--- src/rtl/bcr_pkg.sv ---
// Shared types for the bit clock recovery loop.
package bcr_pkg;
    // Verdict of the phase detector on one sample.
    typedef enum logic [1:0] {
        CORR_NONE  = 2'd0,
        CORR_LATE  = 2'd1,
        CORR_EARLY = 2'd2
    } corr_e;
endpackage

--- src/rtl/bcr_interval_timer.sv ---
// Sample interval timer.
// Counts tick-qualified clocks and flags a sample on the tick that ends the
// current interval, then reloads with the interval chosen for the next one.
// Assumes mode_two is only changed while reset is low.
module bcr_interval_timer #(
    parameter int CNT_W = 4,
    parameter int NOM3  = 4,
    parameter int NOM2  = 6
) (
    input  logic             clk,
    input  logic             rst_n,
    input  logic             tick_en,
    input  logic             mode_two,
    input  logic [CNT_W-1:0] next_ivl,
    output logic             sample_evt
);
    localparam int IVL_MIN = NOM3 - 1;
    localparam int IVL_MAX = NOM2 + 1;

    logic [CNT_W-1:0] left_q;

    // A sample happens on the last tick of the interval.
    assign sample_evt = tick_en && (left_q == CNT_W'(1));

    // Count down ticks and reload on every sample.
    always_ff @(posedge clk) begin
        if (!rst_n) begin
            left_q <= mode_two ? CNT_W'(NOM2) : CNT_W'(NOM3);
        end else if (tick_en) begin
            if (left_q == CNT_W'(1)) left_q <= next_ivl;
            else                     left_q <= left_q - CNT_W'(1);
        end
    end

    // any reloaded interval is the nominal one or one tick off it.
    p_ivl_bounds_r5: assert property (@(posedge clk) disable iff (!rst_n)
        sample_evt |-> (int'(next_ivl) >= IVL_MIN && int'(next_ivl) <= IVL_MAX));

    // the timer never runs dry.
    p_timer_nonzero_r2: assert property (@(posedge clk) disable iff (!rst_n)
        tick_en |=> (left_q != '0));
endmodule

--- src/rtl/bcr_phase_detect.sv ---
// Transition history, sample phase and early/late decision.
// On each sample it records whether the line moved since the previous
// sample. On decision samples it looks at a window of that history to pick
// the next interval and to update the correction counter.
// Assumes line_in is already synchronous to clk.
module bcr_phase_detect
    import bcr_pkg::*;
#(
    parameter int CNT_W  = 4,
    parameter int NOM3   = 4,
    parameter int NOM2   = 6,
    parameter int HIST_W = 3,
    parameter int CORR_W = 8
) (
    input  logic              clk,
    input  logic              rst_n,
    input  logic              mode_two,
    input  logic              sample_evt,
    input  logic              line_in,
    output logic [CNT_W-1:0]  next_ivl,
    output logic              decide_evt,
    output logic [CORR_W-1:0] corr_count
);
    logic [HIST_W-1:0] hist_q;
    logic [HIST_W-1:0] hist_next;
    logic              last_q;
    logic [1:0]        phase_q;
    logic [CORR_W-1:0] corr_q;
    corr_e             verdict;
    logic [CNT_W-1:0]  nominal;

    assign hist_next  = {hist_q[HIST_W-2:0], line_in ^ last_q};
    assign decide_evt = sample_evt && (phase_q == 2'd0);
    assign nominal    = mode_two ? CNT_W'(NOM2) : CNT_W'(NOM3);
    assign corr_count = corr_q;

    // Classify the history window; only a decision sample may correct.
    always_comb begin
        verdict = CORR_NONE;
        if (phase_q == 2'd0) begin
            if (mode_two) begin
                if (hist_next[1:0] == 2'b01)      verdict = CORR_LATE;
                else if (hist_next[1:0] == 2'b10) verdict = CORR_EARLY;
            end else begin
                if (hist_next[2:0] == 3'b001)      verdict = CORR_LATE;
                else if (hist_next[2:0] == 3'b100) verdict = CORR_EARLY;
            end
        end
    end

    // Interval for the span that follows this sample.
    always_comb begin
        case (verdict)
            CORR_LATE:  next_ivl = nominal + CNT_W'(1);
            CORR_EARLY: next_ivl = nominal - CNT_W'(1);
            default:    next_ivl = nominal;
        endcase
    end

    // Keep the history, the previous sample and the sample phase.
    always_ff @(posedge clk) begin
        if (!rst_n) begin
            hist_q  <= '0;
            last_q  <= 1'b0;
            phase_q <= 2'd0;
        end else if (sample_evt) begin
            hist_q <= hist_next;
            last_q <= line_in;
            if (mode_two)              phase_q <= (phase_q == 2'd0) ? 2'd1 : 2'd0;
            else if (phase_q == 2'd2)  phase_q <= 2'd0;
            else                       phase_q <= phase_q + 2'd1;
        end
    end

    // Count late corrections up and early ones down.
    always_ff @(posedge clk) begin
        if (!rst_n) begin
            corr_q <= '0;
        end else if (sample_evt) begin
            if (verdict == CORR_LATE)       corr_q <= corr_q + CORR_W'(1);
            else if (verdict == CORR_EARLY) corr_q <= corr_q - CORR_W'(1);
        end
    end

    // the phase stays inside the cycle of the selected mode.
    p_phase_range_r3: assert property (@(posedge clk) disable iff (!rst_n)
        mode_two ? (phase_q <= 2'd1) : (phase_q <= 2'd2));

    // the counter only moves on a sample edge.
    p_corr_hold_r10: assert property (@(posedge clk) disable iff (!rst_n)
        !sample_evt |=> $stable(corr_q));

    // after an intermediate sample the counter has not moved.
    p_interm_nocorr_r7: assert property (@(posedge clk) disable iff (!rst_n)
        (sample_evt && phase_q != 2'd0) |=> $stable(corr_q));
endmodule

--- src/rtl/bcr_nrzi_packer.sv ---
// NRZI decoder and word packer.
// On each decision sample it turns "level unchanged" into 1 and "level
// changed" into 0, then shifts the bit into a register that carries a
// sentinel one above the data. When the sentinel reaches the bottom, the
// word is complete and is handed out with a one-cycle strobe.
module bcr_nrzi_packer #(
    parameter int WORD_W = 16
) (
    input  logic              clk,
    input  logic              rst_n,
    input  logic              decide_evt,
    input  logic              line_in,
    output logic [WORD_W-1:0] word_data,
    output logic              word_valid
);
    localparam logic [WORD_W:0] SENTINEL = {1'b1, {WORD_W{1'b0}}};

    logic [WORD_W:0] sreg_q;
    logic [WORD_W:0] sreg_shift;
    logic            last_dec_q;
    logic            data_bit;

    assign data_bit   = (line_in == last_dec_q);
    assign sreg_shift = {data_bit, sreg_q[WORD_W:1]};

    // Decode, shift, and emit when the sentinel arrives at bit 0.
    always_ff @(posedge clk) begin
        if (!rst_n) begin
            sreg_q     <= SENTINEL;
            last_dec_q <= 1'b0;
            word_data  <= '0;
            word_valid <= 1'b0;
        end else begin
            word_valid <= 1'b0;
            if (decide_evt) begin
                last_dec_q <= line_in;
                if (sreg_shift[0]) begin
                    word_data  <= sreg_shift[WORD_W:1];
                    word_valid <= 1'b1;
                    sreg_q     <= SENTINEL;
                end else begin
                    sreg_q <= sreg_shift;
                end
            end
        end
    end

    // the sentinel is never lost from the packing register.
    p_sentinel_kept_r9: assert property (@(posedge clk) disable iff (!rst_n)
        sreg_q != '0);

    // a word strobe lasts a single cycle.
    p_valid_single_r9: assert property (@(posedge clk) disable iff (!rst_n)
        word_valid |=> !word_valid);
endmodule

--- src/rtl/bcr_dpll_top.sv ---
// Bit clock recovery loop, top level.
// Joins the interval timer, the phase detector and the NRZI packer.
// Assumes mode_two is static outside reset and line_in is synchronous.
module bcr_dpll_top #(
    parameter int WORD_W = 16,
    parameter int CORR_W = 8,
    parameter int NOM3   = 4,
    parameter int NOM2   = 6
) (
    input  logic              clk,
    input  logic              rst_n,
    input  logic              tick_en,
    input  logic              line_in,
    input  logic              mode_two,
    output logic [WORD_W-1:0] word_data,
    output logic              word_valid,
    output logic [CORR_W-1:0] corr_count
);
    localparam int CNT_W  = $clog2(NOM2 + 2);
    localparam int HIST_W = 3;

    logic [CNT_W-1:0] next_ivl;
    logic             sample_evt;
    logic             decide_evt;

    bcr_interval_timer #(.CNT_W(CNT_W), .NOM3(NOM3), .NOM2(NOM2)) u_timer (
        .clk        (clk),
        .rst_n      (rst_n),
        .tick_en    (tick_en),
        .mode_two   (mode_two),
        .next_ivl   (next_ivl),
        .sample_evt (sample_evt)
    );

    bcr_phase_detect #(
        .CNT_W(CNT_W), .NOM3(NOM3), .NOM2(NOM2),
        .HIST_W(HIST_W), .CORR_W(CORR_W)
    ) u_phase (
        .clk        (clk),
        .rst_n      (rst_n),
        .mode_two   (mode_two),
        .sample_evt (sample_evt),
        .line_in    (line_in),
        .next_ivl   (next_ivl),
        .decide_evt (decide_evt),
        .corr_count (corr_count)
    );

    bcr_nrzi_packer #(.WORD_W(WORD_W)) u_pack (
        .clk        (clk),
        .rst_n      (rst_n),
        .decide_evt (decide_evt),
        .line_in    (line_in),
        .word_data  (word_data),
        .word_valid (word_valid)
    );

    // nothing is strobed on the first cycle out of reset.
    p_quiet_after_reset_r1: assert property (@(posedge clk)
        $rose(rst_n) |-> !word_valid);
endmodule

--- config.mk ---
export PLATFORM = sky130hd
export DESIGN_NAME = bcr_dpll_top
export DESIGN_NICKNAME = d
export VERILOG_FILES = /design/src/rtl/bcr_pkg.sv /design/src/rtl/bcr_interval_timer.sv /design/src/rtl/bcr_phase_detect.sv /design/src/rtl/bcr_nrzi_packer.sv /design/src/rtl/bcr_dpll_top.sv
export SDC_FILE = /design/constraint.sdc
export NUM_CORES = 1
export LEC_CHECK = 0
export ABC_AREA = 1
export CAP_MARGIN = 20
export CELL_PAD_IN_SITES_DETAIL_PLACEMENT = 1
export CELL_PAD_IN_SITES_GLOBAL_PLACEMENT = 2
export CORE_AREA = 4 4 102 104
export CTS_BUF_LIST = sky130_fd_sc_hd__clkbuf_4
export CTS_CLUSTER_SIZE = 28
export DETAILED_ROUTE_END_ITERATION = 7
export DIE_AREA = 0 0 106 108
export PLACE_DENSITY_LB_ADDON = 0.1
export SLEW_MARGIN = 20
export SYNTH_ARGS = -nofsm -noshare
export SYNTH_HDL_FRONTEND = slang
export SYNTH_SLANG_ARGS = --single-unit
--- constraint.sdc ---
create_clock -name clk -period 3.1 [get_ports clk]
set_input_delay 0.62 -clock clk [delete_from_list [all_inputs] [get_ports clk]]
set_output_delay 0.62 -clock clk [all_outputs]
set_load 0.02 [all_outputs]
==> impl_results.md <==
- Post-cts gate resize count: 0
- Total internal power: 0.916 mW
- RSZ-0062 raised after global routing: no
- Antenna Violating Nets Remaining: 0
- Violation count after the first detailed-routing iteration: 34
- Layout cells sized above 1: 13.5%
- Count of hold-fix buffers inserted at cts: 0
- Fin crit share: 88.2%
- Height of the chip: roughly 110 um
- Commonest cells post-synth: sky130_fd_sc_hd__nand2_1, sky130_fd_sc_hd__dfxtp_1, sky130_fd_sc_hd__inv_1, sky130_fd_sc_hd__nor2_1, sky130_fd_sc_hd__o21ai_0
- Number of primary I/O pins: 30
- Fraction of power consumed by sequential logic: 54.1%
- Synthesis-stage register bit count: 50
- Yosys cell types: 30
- Yosys warning count: 0
- Count of flip-flops with a built-in enable after synthesis: 3
- Setup TNS after final layout: 0 ns
- Die boundary width: 106 um
- Arr. time, crit path: just over 3 ns
- Antenna Diode Count: 0
- Via count of the first global-routing pass: 1989
- Area of the multi-input gates: between 1000 and 1500 um^2
- Final routed wirelength across all metal layers: between 5 and 6 mm
- Data required time at the worst endpoint: between 3 and 4 ns
- Post CTS Setup Buffer Count: 0
- Number of buffers inserted during clock tree synthesis: 5
- Final period demand of the worst path: 2.73 ns
- Count of endpoints failing hold in the final timing report: 0
- Worst hold path class: reg -> reg
- Fin. max-slew vios: 0
- Global routing usage summed across all routing layers: a little over a tenth
- Placed cell area: between 2000 and 3000 um^2
- # nets final: 350
- Maximum number of pins on one net before global-route repair: 35
- Max_cap viols: 0
- Avg Cell Area, Syn: 7.98 um^2
- Clock slew seen by the registers of the worst setup and hold paths: ~0.15 ns
- Per-cell routed wire length: 11.6 um
- Die area: 11400 um^2
- Post-Synthesis Cells: 294
- Category of the worst setup path capture point: flop
- Proportion of synthesized flip-flops having asynchronous set or reset: 0%
- Switching Fraction: 27.2%
- Clock tree from TritonCTS: yes
- Clock Root Buffer: sky130_fd_sc_hd__clkbuf_4
- Number of filler cells placed in the layout: ~1200
- Clock skew after layout: about 0.012 ns
- Number of antenna violations at the first check in global routing: 0
- DRC viols: 0
- Number of standard-cell rows in the floorplan: 36
- Overall via count from detail_route: 1907
- Peak supply drop: 0.141 mV
- Final standard cell area without fillers: 2910 um^2
- Worst-Margin Slew: ~0.36 ns
- Outcome: finished, final reports clean
- First-pass GRT wire length: around 9.6 mm
- Vias/cell: 4.08
- Maximum fanout along the worst path: 7
- Cell types occupying the most area after synthesis: sky130_fd_sc_hd__dfxtp_1, sky130_fd_sc_hd__nand2_1, sky130_fd_sc_hd__ha_1
- Router iterations before antenna repair: 3
- Maximum clock path buffer count: 2
- Number of endpoints failing setup at the final stage: 0
- Power spent charging and discharging nets: 0.343 mW
- Max Freq: 366 MHz
- Port Buf Inserts: 29
- FF/Latch Area: between 1000 and 1500 um^2
- Leading cell type by number of instances after synthesis: sky130_fd_sc_hd__nand2_1
- Portion of synthesized cell area occupied by the leading cell type: 40.1%
- P per Cell Area: 432 nW/um^2
- Routability Congestion: 0.698
- Worst Hold Margin: 0.466 ns
- Worst setup SP type: input pin
- Most used flip-flop cell after synthesis: sky130_fd_sc_hd__dfxtp_1
- Total nets after synthesis: 311
- Part of the Yosys area used for sequential elements: 43.9%
- Layout area overhead: 24.2%
- Overflow left after global routing: 0
- Core box area: 9550 um^2
- Startpoint-to-endpoint class of the critical path: in -> reg
- Worst slew margin relative to its limit: 75.7%
- HPWL after detailed placement: 3.93 mm
- Summed instance area of the synthesized netlist: 2350 um^2
- Register-to-Register Setup Slack: roughly 0.67 ns
- Power share of the clock group: 31.6%
- Pleak: 1.34 nW
- Post-synthesis cell type with the largest combined area: sky130_fd_sc_hd__dfxtp_1
- Logic gate share of total power: between 10 and 15%
- Clk_lat worst skew: 0.37 ns
- Clock sinks: 50
- Starting utilization of the core area: approximately a quarter
- H-tree level count: 2
-- layout by cell type (no fill, tap or decap), types with 2 or more instances in the layout --
cell and n:
sky130_fd_sc_hd__a21oi_1 11, sky130_fd_sc_hd__buf_4 11, sky130_fd_sc_hd__clkbuf_4 5, sky130_fd_sc_hd__clkdlybuf4s50_1 29, sky130_fd_sc_hd__clkinv_1 2, sky130_fd_sc_hd__dfxtp_1 47, sky130_fd_sc_hd__edfxtp_1 3, sky130_fd_sc_hd__ha_1 11
sky130_fd_sc_hd__inv_1 35, sky130_fd_sc_hd__inv_2 7, sky130_fd_sc_hd__nand2_1 62, sky130_fd_sc_hd__nand2_4 3, sky130_fd_sc_hd__nand3_1 10, sky130_fd_sc_hd__nand3b_1 4, sky130_fd_sc_hd__nor2_1 35, sky130_fd_sc_hd__nor2_8 3
sky130_fd_sc_hd__o211ai_1 4, sky130_fd_sc_hd__o21ai_0 15, sky130_fd_sc_hd__o21ai_1 11, sky130_fd_sc_hd__o21ai_2 10, sky130_fd_sc_hd__or2_2 2, sky130_fd_sc_hd__xor2_1 5
-- metrics by stage --
stage | worst slack (ns) | power [mW] | instances | util (%)
finish | 0.366 | 1.26 | 467 | 30.5
global route | 0.0385 | 1.35 | 467 | 30.5
CTS | 0.373 | 1.30 | 467 | 30.5
detailed placement | -0.0377 | 0.879 | 459 | 29.7
global placement | -0.0328 | 0.878 | 459 | 29.7
floorplan | 0.630 | 0.817 | 294 | -
-- logic make-up (layout without fill, tap and decap cells) --
logic type / Yosys count / in the layout / share of synthesized area (%)
simple gates: 122 / 122 / 24.4
compound gates: 53 / 53 / 13.5
buf+inv: 51 / 91 / 9.12
flops: 50 / 50 / 43.9
fa+ha+maj: 12 / 12 / 6.72
xor+xnor: 6 / 6 / 2.24
-- metal layers --
layer / up-vias / part of all wire (%) / GRT usage, %
met5: - / 0 / 0
met4: 0 / 1.0 / 2.78
met3: 4 / 2.4 / 2.51
met2: 18 / 44 / 17.3
met1: 876 / 52 / 13.9
li1: 1009 / - / -
-- worst max-delay path, stage by stage --
cell,delay (ns)
sky130_fd_sc_hd__clkdlybuf4s50_1,0.50
sky130_fd_sc_hd__inv_1,0.08
sky130_fd_sc_hd__a21oi_1,0.12
sky130_fd_sc_hd__inv_1,0.06
sky130_fd_sc_hd__nor3_1,0.23
sky130_fd_sc_hd__ha_1,0.21
sky130_fd_sc_hd__inv_1,0.14
sky130_fd_sc_hd__ha_1,0.32
sky130_fd_sc_hd__or2_2,0.34
sky130_fd_sc_hd__nand3_1,0.12
sky130_fd_sc_hd__nand2_1,0.06
sky130_fd_sc_hd__nand2_1,0.06
sky130_fd_sc_hd__nand3_1,0.06
sky130_fd_sc_hd__nand2_1,0.07
sky130_fd_sc_hd__inv_1,0.03
-- final cells by class --
class / count / area share, %
Multi-Input combinational cell: 193 / 37.8
Timing Repair Buffer: 40 / 12.8
Sequential cell: 50 / 35.4
Inverter: 43 / 5.54
Clock buffer: 5 / 1.29
Tap cell: 133 / 5.71
Clock inverter: 3 / 1.46
-- registers in the layout, indices dropped and copies added, names as in the netlist --
name                flops
u_pack.last_dec_q       1
u_pack.word_data       16
u_pack.sreg_q          16
u_phase.phase_q         2
u_phase.corr_count      8
u_phase.hist_q          2
u_pack.word_valid       1
u_timer.left_q          3
u_phase.last_q          1
-- power by group through the flow --
stage | combinational [mW] | sequential (mW) | clock, mW
3_3_place_gp | 0.183 | 0.695 | 0
6_report | 0.181 | 0.681 | 0.398
5_1_grt | 0.211 | 0.685 | 0.453
2_1_floorplan | 0.123 | 0.694 | 0
3_5_place_dp | 0.184 | 0.695 | 0
4_1_cts | 0.185 | 0.682 | 0.430
-- worst paths after layout --
check,cells past startpoint,startpoint,endpoint
worst max register to register,14,u_phase.phase_q[0]$_SDFFE_PN0P_,u_phase.corr_count[7]$_SDFFE_PN0P_
worst max-delay path,15,mode_two,u_phase.corr_count[7]$_SDFFE_PN0P_
worst min register to register,2,u_pack.word_data[14]$_SDFFE_PN0P_,u_pack.word_data[14]$_SDFFE_PN0P_
worst min-delay path,2,u_pack.word_data[14]$_SDFFE_PN0P_,u_pack.word_data[14]$_SDFFE_PN0P_
Power figures use the tool's default switching activity.
